$ cat src/rtl/xy_agu_pkg.sv
package xy_agu_pkg;

  // Post-modify modes; the reserved code acts as keep.
  typedef enum logic [1:0] {
    AM_KEEP  = 2'b00,
    AM_STEP  = 2'b01,
    AM_INDEX = 2'b10,
    AM_RSVD  = 2'b11
  } am_e;

endpackage

$ cat src/rtl/xy_agu_step.sv
module xy_agu_step #(
  parameter int AW = 16
) (
  input  logic [AW-1:0] base,
  input  logic [AW-1:0] idx,
  input  logic [1:0]    mode,
  output logic [AW-1:0] nxt,
  output logic          upd
);
  import xy_agu_pkg::*;

  localparam logic [AW-1:0] WORD_STEP = AW'(2);

  always_comb begin
    nxt = base;
    upd = 1'b0;
    case (am_e'(mode))
      AM_STEP: begin
        nxt = base + WORD_STEP;
        upd = 1'b1;
      end
      AM_INDEX: begin
        nxt = base + idx;
        upd = 1'b1;
      end
      default: begin
        nxt = base;
        upd = 1'b0;
      end
    endcase
  end

endmodule

$ cat src/rtl/xy_agu_bank.sv
module xy_agu_bank #(
  parameter int RW   = 32,
  parameter int AW   = 16,
  parameter int NPTR = 2,
  parameter int PSW  = (NPTR > 1) ? $clog2(NPTR) : 1
) (
  input  logic                      clk,
  input  logic                      rst,
  input  logic                      req_en,
  input  logic [PSW-1:0]            req_sel,
  input  logic [1:0]                req_mode,
  input  logic [NPTR-1:0]           wr_ptr_en,
  input  logic                      wr_idx_en,
  input  logic [RW-1:0]             wr_data,
  output logic [NPTR-1:0][RW-1:0]   ptrs,
  output logic [RW-1:0]             idx_q,
  output logic [AW-2:0]             addr_q,
  output logic                      vld_q
);

  logic [RW-1:0] ptr_q [NPTR];
  logic [AW-1:0] cur_lo;
  logic [AW-1:0] nxt_lo;
  logic          upd;

  assign cur_lo = ptr_q[req_sel][AW-1:0];

  xy_agu_step #(.AW(AW)) u_step (
    .base (cur_lo),
    .idx  (idx_q[AW-1:0]),
    .mode (req_mode),
    .nxt  (nxt_lo),
    .upd  (upd)
  );

  for (genvar p = 0; p < NPTR; p++) begin : g_ptr
    always_ff @(posedge clk) begin
      if (rst) begin
        ptr_q[p] <= '0;
      end else if (req_en && (req_sel == PSW'(p)) && upd) begin
        ptr_q[p] <= {ptr_q[p][RW-1:AW], nxt_lo};
      end else if (wr_ptr_en[p]) begin
        ptr_q[p] <= wr_data;
      end
    end
    assign ptrs[p] = ptr_q[p];
  end

  always_ff @(posedge clk) begin
    if (rst) begin
      idx_q <= '0;
    end else if (wr_idx_en) begin
      idx_q <= wr_data;
    end
  end

  always_ff @(posedge clk) begin
    if (rst) begin
      vld_q  <= 1'b0;
      addr_q <= '0;
    end else begin
      vld_q <= req_en;
      if (req_en) begin
        addr_q <= cur_lo[AW-1:1];
      end
    end
  end

endmodule

$ cat src/rtl/xy_agu.sv
module xy_agu #(
  parameter int RW   = 32,
  parameter int AW   = 16,
  parameter int NPTR = 2,
  localparam int PSW = (NPTR > 1) ? $clog2(NPTR) : 1,
  localparam int SW  = PSW + 2
) (
  input  logic           clk,
  input  logic           rst,
  input  logic           x_en,
  input  logic [PSW-1:0] x_sel,
  input  logic [1:0]     x_mode,
  input  logic           y_en,
  input  logic [PSW-1:0] y_sel,
  input  logic [1:0]     y_mode,
  input  logic           wr_en,
  input  logic [SW-1:0]  wr_sel,
  input  logic [RW-1:0]  wr_data,
  input  logic [SW-1:0]  rd_sel,
  output logic [RW-1:0]  rd_data,
  output logic           x_vld,
  output logic [AW-2:0]  x_addr,
  output logic           y_vld,
  output logic [AW-2:0]  y_addr
);

  localparam int NB = 2;  // bank 0 = X, bank 1 = Y

  logic [NB-1:0]                   b_en;
  logic [NB-1:0][PSW-1:0]          b_sel;
  logic [NB-1:0][1:0]              b_mode;
  logic [NB-1:0][NPTR-1:0]         b_wr_ptr;
  logic [NB-1:0]                   b_wr_idx;
  logic [NB-1:0][NPTR-1:0][RW-1:0] b_ptrs;
  logic [NB-1:0][RW-1:0]           b_idx;
  logic [NB-1:0][AW-2:0]           b_addr;
  logic [NB-1:0]                   b_vld;

  // Code layout: {kind, bank, pointer}; kind 1 is the bank index when pointer field is 0.
  logic           wr_kind, rd_kind;
  logic           wr_bank, rd_bank;
  logic [PSW-1:0] wr_ptr,  rd_ptr;
  logic [RW-1:0]  rd_val;

  assign wr_kind = wr_sel[SW-1];
  assign wr_bank = wr_sel[PSW];
  assign wr_ptr  = wr_sel[PSW-1:0];
  assign rd_kind = rd_sel[SW-1];
  assign rd_bank = rd_sel[PSW];
  assign rd_ptr  = rd_sel[PSW-1:0];

  assign b_en   = {y_en, x_en};
  assign b_sel  = {y_sel, x_sel};
  assign b_mode = {y_mode, x_mode};

  for (genvar b = 0; b < NB; b++) begin : g_bank
    assign b_wr_idx[b] = wr_en && wr_kind && (wr_bank == 1'(b)) && (wr_ptr == '0);
    for (genvar p = 0; p < NPTR; p++) begin : g_wsel
      assign b_wr_ptr[b][p] = wr_en && !wr_kind && (wr_bank == 1'(b)) && (wr_ptr == PSW'(p));
    end

    xy_agu_bank #(
      .RW(RW), .AW(AW), .NPTR(NPTR), .PSW(PSW)
    ) u_bank (
      .clk       (clk),
      .rst       (rst),
      .req_en    (b_en[b]),
      .req_sel   (b_sel[b]),
      .req_mode  (b_mode[b]),
      .wr_ptr_en (b_wr_ptr[b]),
      .wr_idx_en (b_wr_idx[b]),
      .wr_data   (wr_data),
      .ptrs      (b_ptrs[b]),
      .idx_q     (b_idx[b]),
      .addr_q    (b_addr[b]),
      .vld_q     (b_vld[b])
    );
  end

  always_comb begin
    if (rd_kind) begin
      rd_val = (rd_ptr == '0) ? b_idx[rd_bank] : '0;
    end else begin
      rd_val = b_ptrs[rd_bank][rd_ptr];
    end
  end

  always_ff @(posedge clk) begin
    if (rst) begin
      rd_data <= '0;
    end else begin
      rd_data <= rd_val;
    end
  end

  assign x_vld  = b_vld[0];
  assign x_addr = b_addr[0];
  assign y_vld  = b_vld[1];
  assign y_addr = b_addr[1];

endmodule

$ cat config.mk
export PLATFORM = sky130hd
export DESIGN_NAME = xy_agu
export DESIGN_NICKNAME = d
export VERILOG_FILES = /design/src/rtl/xy_agu_pkg.sv /design/src/rtl/xy_agu_step.sv /design/src/rtl/xy_agu_bank.sv /design/src/rtl/xy_agu.sv
export SDC_FILE = /design/constraint.sdc
export NUM_CORES = 1
export LEC_CHECK = 0
export BUFFER_PORTS_ARGS = -buffer_cell sky130_fd_sc_hd__buf_4
export CORE_ASPECT_RATIO = 1.1
export CORE_MARGIN = 1.5
export CORE_UTILIZATION = 61
export CTS_CLUSTER_SIZE = 28
export DETAILED_ROUTE_END_ITERATION = 8
export GPL_ROUTABILITY_DRIVEN = 0
export GPL_TIMING_DRIVEN = 0
export HOLD_SLACK_MARGIN = 0.1
export PLACE_DENSITY = 0.88
export RECOVER_POWER = 100
export SYNTH_ARGS = -nofsm -noshare
export SYNTH_HDL_FRONTEND = slang
export SYNTH_HIERARCHICAL = 1
export SYNTH_SLANG_ARGS = --single-unit
$ cat constraint.sdc
create_clock -name clk -period 3.9 [get_ports clk]
set_input_delay 0.195 -clock clk [delete_from_list [all_inputs] [get_ports clk]]
set_output_delay 0.195 -clock clk [all_outputs]
set_load 0.005 [all_outputs]
==> results of run 1 <==
through the flow:
step           instances  utilization [%]  setup WS [ns]
2_1_floorplan       1431                -           1.04
3_3_place_gp        1852             67.0          0.675
3_5_place_dp        1852             67.0          0.607
4_1_cts             1933             71.9          0.855
5_1_grt             1933             71.1          0.345
6_report            1933             71.1          0.515
repair_timing:
action | in CTS | in global routing
buffers inserted | 0 | 0
endpoints found under the hold margin | 97 | 0
hold buffers | 32 | 0
setup endpoints to repair | 0 | 0
resized for setup | 0 | 0
sequential cells by signal (all words and copies together) (netlist names):
signal                count
g_bank.u_bank/idx_q      64
g_bank.u_bank/addr_q     30
g_bank.u_bank/vld_q       2
rd_data                  32
g_bank.u_bank/ptr_q     128
cells in the mapped netlist, types with 23 or more instances:
library cell / number / area [um^2]
edfxtp_1: 128 / 3840
nor2_1: 87 / 327
a21oi_1: 42 / 210
inv_1: 24 / 90.1
o21ai_1: 48 / 240
o21ai_0: 28 / 140
and4b_1: 33 / 330
o21a_1: 36 / 270
nand2_1: 90 / 338
dfxtp_1: 128 / 2560
nand2b_1: 36 / 225
o21ba_2: 30 / 300
mux2_2: 32 / 360
buf_6: 23 / 259
clkbuf_1: 40 / 150
o22a_1: 32 / 280
nor3_2: 28 / 280
mux2i_1: 192 / 1920
ha_1: 36 / 450
buf_2: 47 / 235
o2bb2ai_1: 34 / 298
nand3b_1: 64 / 480
path summary, 6_finish.rpt:
path / start / endpoint / slack [ns] / cells after the start
setup reg to reg: g_bank[1].u_bank/ptr_q[1][0] / g_bank[1].u_bank/ptr_q[1][14] / 0.51 / 11
hold / removal: y_en / g_bank[1].u_bank/addr_q[4] / 0.16 / 4
setup / recovery: g_bank[1].u_bank/ptr_q[1][0] / g_bank[1].u_bank/ptr_q[1][14] / 0.51 / 11
hold reg to reg: g_bank[0].u_bank/idx_q[28] / g_bank[0].u_bank/idx_q[28] / 0.50 / 2
area by class of cell:
type,instances,area [um^2]
multi-input cells,1031,7790
fillers,1718,7060
flip-flops and latches,256,6410
repair buffers,143,1140
clock buffers,40,768
plain buffers,118,654
well taps,310,388
inverters,26,97.6
clock inverters,9,95.1
per-layer routing:
layer	vias to the layer above	part of all wire, %	GRT usage, %
met5	-	0.030	0
met4	2	6.7	20.9
met3	193	8.0	5.23
met2	778	47	56.5
met1	6002	38	40.4
li1	5680	-	-
cell usage in the layout (no fill, tap or decap), drive strengths merged, types with 36 or more instances in the layout:
cell type	instances
mux2i	192
clkbuf	170
dfxtp	128
edfxtp	128
buf	99
nand2	90
nor2	87
o21ai	78
nand3b	64
nor3	50
a21oi	42
nand2b	36
o21a	36
ha	36
cells by family (layout without fill, tap and decap cells):
group / after synthesis / after routing / share of synthesized area [%]
AO/OA/AOI/OAI: 330 / 330 / 16.3
multiplexers: 226 / 226 / 15.4
adder cells (fa/ha/maj): 38 / 38 / 3.24
XOR/XNOR: 22 / 22 / 1.27
AND/OR/NAND/NOR: 415 / 415 / 16.2
buffers and inverters: 144 / 336 / 5.22
flip-flops: 256 / 256 / 42.3
power breakdown:
part / total [mW] / switching [mW] / internal (mW) / leakage, nW
Sequential: 3.05 / 0.0673 / 2.98 / 2.34
Combinational: 1.06 / 0.634 / 0.426 / 3.87
Clock: 2.54 / 1.06 / 1.49 / 0.431
Total: 6.65 / 1.76 / 4.89 / 6.64
worst register-to-register path, stage by stage (launching register included):
cell,delay [ns]
edfxtp_1,0.39
mux2_2,0.30
ha_1,0.25
fa_1,0.43
a211oi_1,0.47
o21bai_2,0.14
a2111oi_0,0.52
o31ai_2,0.12
xnor2_1,0.14
o21ai_1,0.23
nand2b_1,0.12
mux2i_1,0.14
==> results by group, run 1 <==
Yosys
  – Count of state elements after synthesis: 256
  – Synthesized area: 15100 um^2
  – Synthesized netlist cell count: 1431
  – Number of synthesized flops with an enable pin: 128
  – Mapped Nets: 1518
  – Distinct cells, synth: 65
  – Share of async-settable or async-resettable flops after synthesis: 0%
  – Part of the Yosys area used for sequential elements: 42.3%
  – Mean Syn Cell Area: 10.6 um^2
  – YS warnings: 6
  – Predominant post-synthesis flop cell: edfxtp_1

Setup path
  – Required @ worst endpoint: 4.29 ns
  – Setup CP Type: register to register
  – Category of the worst setup path capture point: register
  – Crit path buffers/inverters: 0
  – Worst path top cell family by delay: compound AO/OA/AOI/OAI gates
  – Kind of start point of the critical path: register
  – Largest stage delay on the critical path: 0.52 ns
  – Crit path max-delay cell type: a2111oi_0
  – Chain of cells forming the critical path: mux2_2 > ha_1 > fa_1 > a211oi_1 > o21bai_2 > a2111oi_0 > o31ai_2 > xnor2_1 > o21ai_1 > nand2b_1 > mux2i_1
  – Largest fanout on the critical path: 3
  – Arrival time worst endpoint: 3.77 ns

Floorplanning
  – I/O pin count: 113
  – Std-Cell Core Area: 24400 um^2
  – Effective utilization at floorplan: 62.0%
  – Vert. Die Dim: 168 um
  – Floorplan die width: 153 um
  – Row Count: 60
  – Die footprint: 25800 um^2

Clocking
  – Clock latency at the later pin of the worst-skew pair: 0.54 ns
  – Total number of clock tree sinks: 256
  – TritonCTS clock tree: built
  – Cell chosen for the clock root: clkbuf_16
  – Clock transition time at the flip-flop clock pins of the worst setup and hold paths: 0.06 ns
  – Number of buffers created by CTS: 27
  – Clk buf depth: 3
  – # H-tree levels: 1

STA
  – Count of endpoints failing hold in the final timing report: 0
  – Setup-violating endpoint count in the final report: 0
  – Transition time at the pin with the least slew margin: 1.58 ns
  – Final Max Slew Viols: 34
  – Worst hold slack after final layout: 0.161 ns
  – RSZ-0062 raised after global routing: no
  – Clock Skews: 0.0126 ns
  – Slew HR: -5.71%
  – Setup_tns: 0 ns
  – Final critical-path share of the clock period: 86.8%
  – Highest clock rate: 295 MHz
  – Time the worst path needs with I/O delays and setup: 3.39 ns

Power
  – Power per unit of standard cell area: 384 nW/um^2
  – Worst IR Drop VDD: 0.382 mV
  – Leak Pwr: 6.64 nW
  – Overall power of the completed layout: 6.65 mW

Route
  – Post-detailed-route wirelength per cell: 22.7 um
  – Post-Route WL: 43800 um
  – Vias per cell: 6.55
  – Antenna-violating nets left: 0
  – Detailed router's first-iteration violation count: 1450
  – Vias after detailed routing: 12655
  – DRC Markers: 11
  – TritonRoute pass-1 iters: 8

Hold path
  – Min-Delay Path Class: input port to register

Run status
  – Violated checks: DRC, capacitance limit, slew limit
  – Run status: finished with violations

Layout
  – Number of diodes added for antenna fixing: 0
  – Post-layout net count: 1690
  – Layout overhead on the synthesized area: 14.6%
  – Post-route cell area: 17300 um^2
  – Layout cells sized above 1: 17.9%

Global route
  – Overflow after GRT: 0
  – Number of global-route vias before repair: 12388
  – Global-route wire length before repair: 67400 um
  – Total routing resource utilization after global routing: 33.5%
  – Pin count of the biggest net entering global routing: 18
  – Initial antenna violation count: 1

Place
  – PortBufs: 111
  – Area after detailed placement: 16400 um^2
  – HPWL Detailed: 31500 um

Run
  – Number of violations of the max-capacitance limit: 2
Power figures use the tool's default switching activity.
==> run 2: changes to the inputs <==
--- a/config.mk
+++ b/config.mk
@@ -8,13 +8,13 @@
 export BUFFER_PORTS_ARGS = -buffer_cell sky130_fd_sc_hd__buf_4
 export CORE_ASPECT_RATIO = 1.1
 export CORE_MARGIN = 1.5
-export CORE_UTILIZATION = 61
+export CORE_UTILIZATION = 26
 export CTS_CLUSTER_SIZE = 28
 export DETAILED_ROUTE_END_ITERATION = 8
 export GPL_ROUTABILITY_DRIVEN = 0
 export GPL_TIMING_DRIVEN = 0
 export HOLD_SLACK_MARGIN = 0.1
-export PLACE_DENSITY = 0.88
+export PLACE_DENSITY = 0.48
 export RECOVER_POWER = 100
 export SYNTH_ARGS = -nofsm -noshare
 export SYNTH_HDL_FRONTEND = slang
==> results by group, run 2 (same netlist as run 1, synthesis figures left out) <==
Hold path
  – Min-Delay Path Class: input port to register
  – Number of cells on the worst hold path: 3 (-1)
  – Hold-critical path endpoint: rd_data[31]
  – Hold Path Origin: rd_sel[1]

Clocking
  – Clk buf depth: 3 (unchanged)
  – Buffers inserted by post-CTS timing repair: 0 (unchanged)
  – Clock transition time at the flip-flop clock pins of the worst setup and hold paths: 0.06 ns (about the same)
  – # H-tree levels: 2 (+1)
  – Post-CTS resize count: 0 (unchanged)
  – TritonCTS clock tree: built
  – Number of buffers created by CTS: 34 (+26%)
  – Total number of clock tree sinks: 256 (unchanged)
  – Clock latency at the later pin of the worst-skew pair: 0.54 ns (about the same)
  – Cell chosen for the clock root: clkbuf_16
  – Number of hold buffers added after cts: 32 (unchanged)

Floorplanning
  – Floorplan die width: 233 um (+52%)
  – Std-Cell Core Area: 57400 um^2 (+140%)
  – Row Count: 92 (+53%)
  – I/O pin count: 113 (unchanged)
  – Vert. Die Dim: 256 um (+52%)
  – Effective utilization at floorplan: 26.3% (-36 points)
  – Die footprint: 59600 um^2 (+130%)

Run
  – Number of violations of the max-capacitance limit: 0 (-2)

STA
  – Final Max Slew Viols: 0 (-100%)
  – Time the worst path needs with I/O delays and setup: 3.41 ns (+0.0204 ns)
  – Count of endpoints failing hold in the final timing report: 0 (unchanged)
  – Transition time at the pin with the least slew margin: 1.34 ns (-0.244 ns)
  – Slack of the critical path: 0.494 ns (-0.0204 ns)
  – Clock Skews: 0.0272 ns (+0.0146 ns)
  – RSZ-0062 raised after global routing: no
  – Final critical-path share of the clock period: 87.3% (+0.52 points)
  – Setup-violating endpoint count in the final report: 0 (unchanged)
  – Highest clock rate: 294 MHz (-0.60%)
  – Setup_tns: 0 ns (unchanged)
  – Slew HR: 10.8% (+17 points)

Route
  – Vias per cell: 5.03 (-23%)
  – Detailed router's first-iteration violation count: 866 (-40%)
  – Post-detailed-route wirelength per cell: 21.4 um (-5.7%)
  – Antenna-violating nets left: 0 (unchanged)
  – Post-Route WL: 51100 um (+17%)
  – DRC Markers: 0 (-11)
  – TritonRoute pass-1 iters: 4 (-4)
  – Vias after detailed routing: 12016 (-5.0%)

Setup path
  – Crit path max-delay cell type: a211oi_1
  – R2r setup slk: 0.49 ns (-0.02 ns)
  – R2R Path Start: g_bank[0].u_bank/ptr_q[1][0]
  – FF-to-FF path depth: 11 (unchanged)
  – Kind of start point of the critical path: register
  – Arrival time worst endpoint: 3.77 ns (about the same)
  – Required @ worst endpoint: 4.27 ns (-0.02 ns)
  – Largest fanout on the critical path: 3 (unchanged)
  – Chain of cells forming the critical path: mux2_1 > ha_1 > fa_1 > a211oi_1 > o21bai_2 > a2111oi_2 > o31ai_2 > xnor2_1 > o21ai_0 > nand2b_1 > mux2i_1
  – Setup CP Type: register to register
  – Worst reg2reg endpoint: g_bank[0].u_bank/ptr_q[1][14]
  – Largest stage delay on the critical path: 0.47 ns (-0.05 ns)
  – Category of the worst setup path capture point: register

Place
  – Pre-CTS setup slack: 0.503 ns (-0.104 ns)
  – HPWL Detailed: 38700 um (+23%)
  – Area after detailed placement: 16900 um^2 (+3.6%)
  – PortBufs: 111 (unchanged)

Layout
  – Total of fill cells in the finished design: 5928 (+250%)
  – Post-route cell area: 18100 um^2 (+4.5%)
  – Layout overhead on the synthesized area: 19.7%
  – Final core utilization: 31.5% (-40 points)
  – Flip-flop count of the largest register, all copies and words added: 128 (unchanged)
  – Layout cells sized above 1: 16.5% (-1.4 points)
  – Commonest non-fill, non-tap cell in the layout: mux2i_1
  – Largest reg by FF count: g_bank.u_bank/ptr_q
  – Most frequent cells in the layout: mux2i_1, dfxtp_1, edfxtp_1
  – Post-layout net count: 1699 (+0.53%)
  – Leading registers by flop count: g_bank.u_bank/ptr_q x128, g_bank.u_bank/idx_q x64, rd_data x32

Global route
  – Total routing resource utilization after global routing: 17.0% (-17 points)
  – Number of global-route vias before repair: 12135 (-2.0%)
  – Overflow after GRT: 0 (unchanged)
  – Initial antenna violation count: 1 (unchanged)
  – Global-route wire length before repair: 75900 um (+13%)
  – Pin count of the biggest net entering global routing: 18 (unchanged)

Power
  – Power per unit of standard cell area: 393 nW/um^2 (+2.4%)
  – Worst IR Drop VDD: 0.230 mV (-40%)
  – Leak Pwr: 6.73 nW (+1.3%)
  – Overall power of the completed layout: 7.12 mW (+7.0%)

Run status
  – Run status: finished, final reports clean
[run 2: critical path, delay by kind of cell, from the launching register on]
kind            cells  cell delay [ns]
compound gates      5             1.43
fa+ha+maj           2             0.71
mux                 2             0.51
flops               1             0.38
xor+xnor            1             0.13
simple gates        1             0.10
[run 2: final cells by class]
type	instances	area [um^2]	share of cell area, %
multi-input combinational	1031	7810	43.1
inverter	26	97.6	0.539
clock inverter	13	76.3	0.421
timing repair buffer	145	1130	6.26
clock buffer	48	986	5.44
antenna	1	2.50	0.0138
tap	752	941	5.19
sequential	256	6410	35.4
buffer	118	663	3.66
[run 2: worst max-delay path by stage]
| stage | from | end | slack (ns) | cells past startpoint |
|---|---|---|---|---|
| after detailed placement | x_sel | g_bank[0].u_bank/ptr_q[1][14] | 0.50 | 14 |
| after floorplan | x_sel | g_bank[0].u_bank/ptr_q[1][14] | 1.04 | 13 |
| after global placement | x_sel | g_bank[0].u_bank/ptr_q[1][14] | 0.52 | 14 |
| after CTS | g_bank[0].u_bank/ptr_q[0][0] | g_bank[0].u_bank/ptr_q[1][14] | 0.82 | 11 |
| after global routing | g_bank[0].u_bank/ptr_q[0][0] | g_bank[0].u_bank/ptr_q[1][12] | 0.33 | 10 |
| final | g_bank[0].u_bank/ptr_q[1][0] | g_bank[0].u_bank/ptr_q[1][14] | 0.49 | 11 |
[run 2: where the power goes]
| group | leakage, nW | internal (mW) | switching [mW] |
|---|---|---|---|
| Sequential | 2.34 | 2.98 | 0.0665 |
| Clock | 0.522 | 1.77 | 1.22 |
| Combinational | 3.87 | 0.419 | 0.658 |
[run 2: metrics by stage]
stage          hold WS (ns)  cells
6_report              0.162   2390
5_1_grt               0.203   2390
4_1_cts               0.147   2389
3_5_place_dp          0.480   2296
3_3_place_gp          0.478   2294
2_1_floorplan         0.342   1431
[run 2: layer usage]
metal | vias up | GRT usage, % | routed length, um
met5 | - | 0 | 0
li1 | 5708 | - | -
met1 | 5939 | 22.0 | 22400
met2 | 296 | 28.7 | 25000
met3 | 73 | 2.30 | 2230
met4 | 0 | 5.75 | 1520
==> run 3: changes to the inputs <==
--- a/config.mk
+++ b/config.mk
@@ -6,15 +6,15 @@
 export NUM_CORES = 1
 export LEC_CHECK = 0
 export BUFFER_PORTS_ARGS = -buffer_cell sky130_fd_sc_hd__buf_4
-export CORE_ASPECT_RATIO = 1.1
+export CORE_ASPECT_RATIO = 1.25
 export CORE_MARGIN = 1.5
-export CORE_UTILIZATION = 26
+export CORE_UTILIZATION = 25
 export CTS_CLUSTER_SIZE = 28
 export DETAILED_ROUTE_END_ITERATION = 8
 export GPL_ROUTABILITY_DRIVEN = 0
 export GPL_TIMING_DRIVEN = 0
 export HOLD_SLACK_MARGIN = 0.1
-export PLACE_DENSITY = 0.48
+export PLACE_DENSITY = 0.47
 export RECOVER_POWER = 100
 export SYNTH_ARGS = -nofsm -noshare
 export SYNTH_HDL_FRONTEND = slang
==> results by group, run 3 (same netlist as run 1, synthesis figures left out) <==
Run status
  – Run status: finished with violations
  – Violated checks: capacitance limit, slew limit

Clocking
  – TritonCTS clock tree: built
  – Clock transition time at the flip-flop clock pins of the worst setup and hold paths: 0.07 ns (about the same)
  – Buffers inserted by post-CTS timing repair: 0 (unchanged)
  – Cell chosen for the clock root: clkbuf_16
  – Number of buffers created by CTS: 28 (-18%)
  – Clock latency at the later pin of the worst-skew pair: 0.58 ns (+0.04 ns)
  – Clk buf depth: 3 (unchanged)
  – # H-tree levels: 1 (-1)
  – Total number of clock tree sinks: 256 (unchanged)

Hold path
  – Number of cells on the worst hold path: 4 (+1)
  – Hold-critical path endpoint: g_bank[0].u_bank/addr_q[14]
  – Hold Path Origin: x_en
  – Min-Delay Path Class: input port to register

Setup path
  – Chain of cells forming the critical path: mux2_1 > ha_1 > fa_1 > a211oi_1 > o21ai_0 > a31oi_1 > a31oi_1 > o21ai_0 > nand2b_1 > mux2i_1
  – Crit path max-delay cell type: a211oi_1
  – Largest fanout on the critical path: 3 (unchanged)
  – Arrival time worst endpoint: 3.82 ns (+0.05 ns)
  – FF-to-FF path depth: 10 (-1)
  – Required @ worst endpoint: 4.34 ns (+0.07 ns)
  – Kind of start point of the critical path: register
  – Setup CP Type: register to register
  – R2R Path Start: g_bank[1].u_bank/ptr_q[1][0]
  – Category of the worst setup path capture point: register
  – R2r setup slk: 0.52 ns (+0.02 ns)
  – Largest stage delay on the critical path: 0.47 ns (about the same)
  – Worst reg2reg endpoint: g_bank[1].u_bank/ptr_q[1][10]

Global route
  – Global-route wire length before repair: 77100 um (+1.5%)
  – Total routing resource utilization after global routing: 16.5% (-0.47 points)
  – Overflow after GRT: 0 (unchanged)
  – Number of global-route vias before repair: 11902 (-1.9%)
  – Pin count of the biggest net entering global routing: 18 (unchanged)
  – Initial antenna violation count: 1 (unchanged)

Route
  – Post-detailed-route wirelength per cell: 21.8 um (+1.9%)
  – Detailed router's first-iteration violation count: 740 (-15%)
  – Vias per cell: 5.01 (-0.44%)
  – Antenna-violating nets left: 0 (unchanged)
  – TritonRoute pass-1 iters: 5 (+1)
  – Vias after detailed routing: 11983 (-0.27%)
  – Post-Route WL: 52100 um (+2.1%)
  – DRC Markers: 0 (unchanged)

Place
  – HPWL Detailed: 39600 um (+2.3%)
  – Placed Cells incl. Taps: 2307 (+0.48%)
  – PortBufs: 111 (unchanged)

Floorplanning
  – Die footprint: 62000 um^2 (+4.0%)
  – Vert. Die Dim: 278 um (+8.6%)
  – I/O pin count: 113 (unchanged)
  – Row Count: 100 (+8.7%)
  – Std-Cell Core Area: 59700 um^2 (+3.9%)
  – Floorplan die width: 223 um (-4.3%)
  – Effective utilization at floorplan: 25.4% (-0.99 points)

Layout
  – Largest reg by FF count: g_bank.u_bank/ptr_q
  – Most frequent cells in the layout: mux2i_1, dfxtp_1, edfxtp_1
  – Flip-flop count of the largest register, all copies and words added: 128 (unchanged)
  – Leading registers by flop count: g_bank.u_bank/ptr_q x128, g_bank.u_bank/idx_q x64, rd_data x32
  – Final instance count without filler cells: 2394 (+0.17%)
  – Layout cells sized above 1: 17.3% (+0.77 points)
  – Commonest non-fill, non-tap cell in the layout: mux2i_1
  – Layout overhead on the synthesized area: 18.8%
  – Post-layout net count: 1693 (-0.35%)

Run
  – Number of violations of the max-capacitance limit: 2 (+2)

STA
  – Count of endpoints failing hold in the final timing report: 0 (unchanged)
  – Setup_tns: 0 ns (unchanged)
  – Final Max Slew Viols: 34 (+34)
  – Setup-violating endpoint count in the final report: 0 (unchanged)
  – Clock Skews: 0.0267 ns (-0.000513 ns)
  – Transition time at the pin with the least slew margin: 1.79 ns (+0.448 ns)
  – Highest clock rate: 296 MHz (+0.69%)
  – Time the worst path needs with I/O delays and setup: 3.38 ns (-0.0232 ns)
  – Slew HR: -19.3% (-30 points)
  – Final critical-path share of the clock period: 86.7% (-0.59 points)
  – RSZ-0062 raised after global routing: no

Power
  – Power per unit of standard cell area: 382 nW/um^2 (-2.7%)
  – Worst IR Drop VDD: 0.361 mV (+56%)
  – Leak Pwr: 6.64 nW (-1.3%)
run 3: layer usage:
metal	track usage [%]	up-vias	share of wire, %
met1	20.7	5944	43
met5	0	-	0
met2	30.1	283	51
met4	3.80	0	2.0
li1	-	5701	-
met3	1.81	55	3.8
run 3: per-stage QoR:
step           power, mW  hold WS (ns)  worst slack (ns)  util, %  cell area (um^2)
5_1_grt             7.14         0.144             0.350     30.1             18000
4_1_cts             6.98         0.114             0.829     30.5             18200
6_report            6.87         0.137             0.517     30.1             18000
3_5_place_dp        4.20         0.479             0.529     28.4             16900
3_3_place_gp        4.19         0.473             0.567     28.4             16900
2_1_floorplan       3.75         0.342              1.04        -             15100
run 3: how the worst max path moves through the flow:
stage,from,to,slack [ns],cells past startpoint
global route,g_bank[1].u_bank/ptr_q[1][0],g_bank[1].u_bank/ptr_q[1][10],0.35,10
CTS,g_bank[0].u_bank/ptr_q[1][0],g_bank[0].u_bank/ptr_q[1][12],0.83,10
finish,g_bank[1].u_bank/ptr_q[1][0],g_bank[1].u_bank/ptr_q[1][10],0.52,10
global placement,x_sel,g_bank[0].u_bank/ptr_q[1][12],0.57,13
floorplan,x_sel,g_bank[0].u_bank/ptr_q[1][14],1.04,13
detailed placement,x_sel,g_bank[0].u_bank/ptr_q[1][12],0.53,13
run 3: area by class of cell:
class,instances,area (um^2)
Clock inverter,13,119
Clock buffer,39,818
Tap cell,765,957
Multi-Input combinational cell,1031,7790
Timing Repair Buffer,145,1120
Fill cell,6264,41700
Inverter,26,97.6
Sequential cell,256,6410
Buffer,118,664
Antenna cell,1,2.50
run 3: worst max-delay path, delay by kind of cell, from the launching register on:
family                   cells  cell delay [ns]
AND/OR/NAND/NOR              1             0.10
AO/OA/AOI/OAI                5             1.58
multiplexers                 2             0.48
adder cells (fa/ha/maj)      2             0.68
flip-flops                   1             0.38
run 3: repair_timing:
item	in CTS	in global routing
gates resized for setup	0	0
hold endpoints to repair	188	0
hold buffers	34	0
run 3: power by group:
group	switching, mW	internal, mW
registers	0.0679	2.98
clock network	1.19	1.55
logic	0.663	0.424
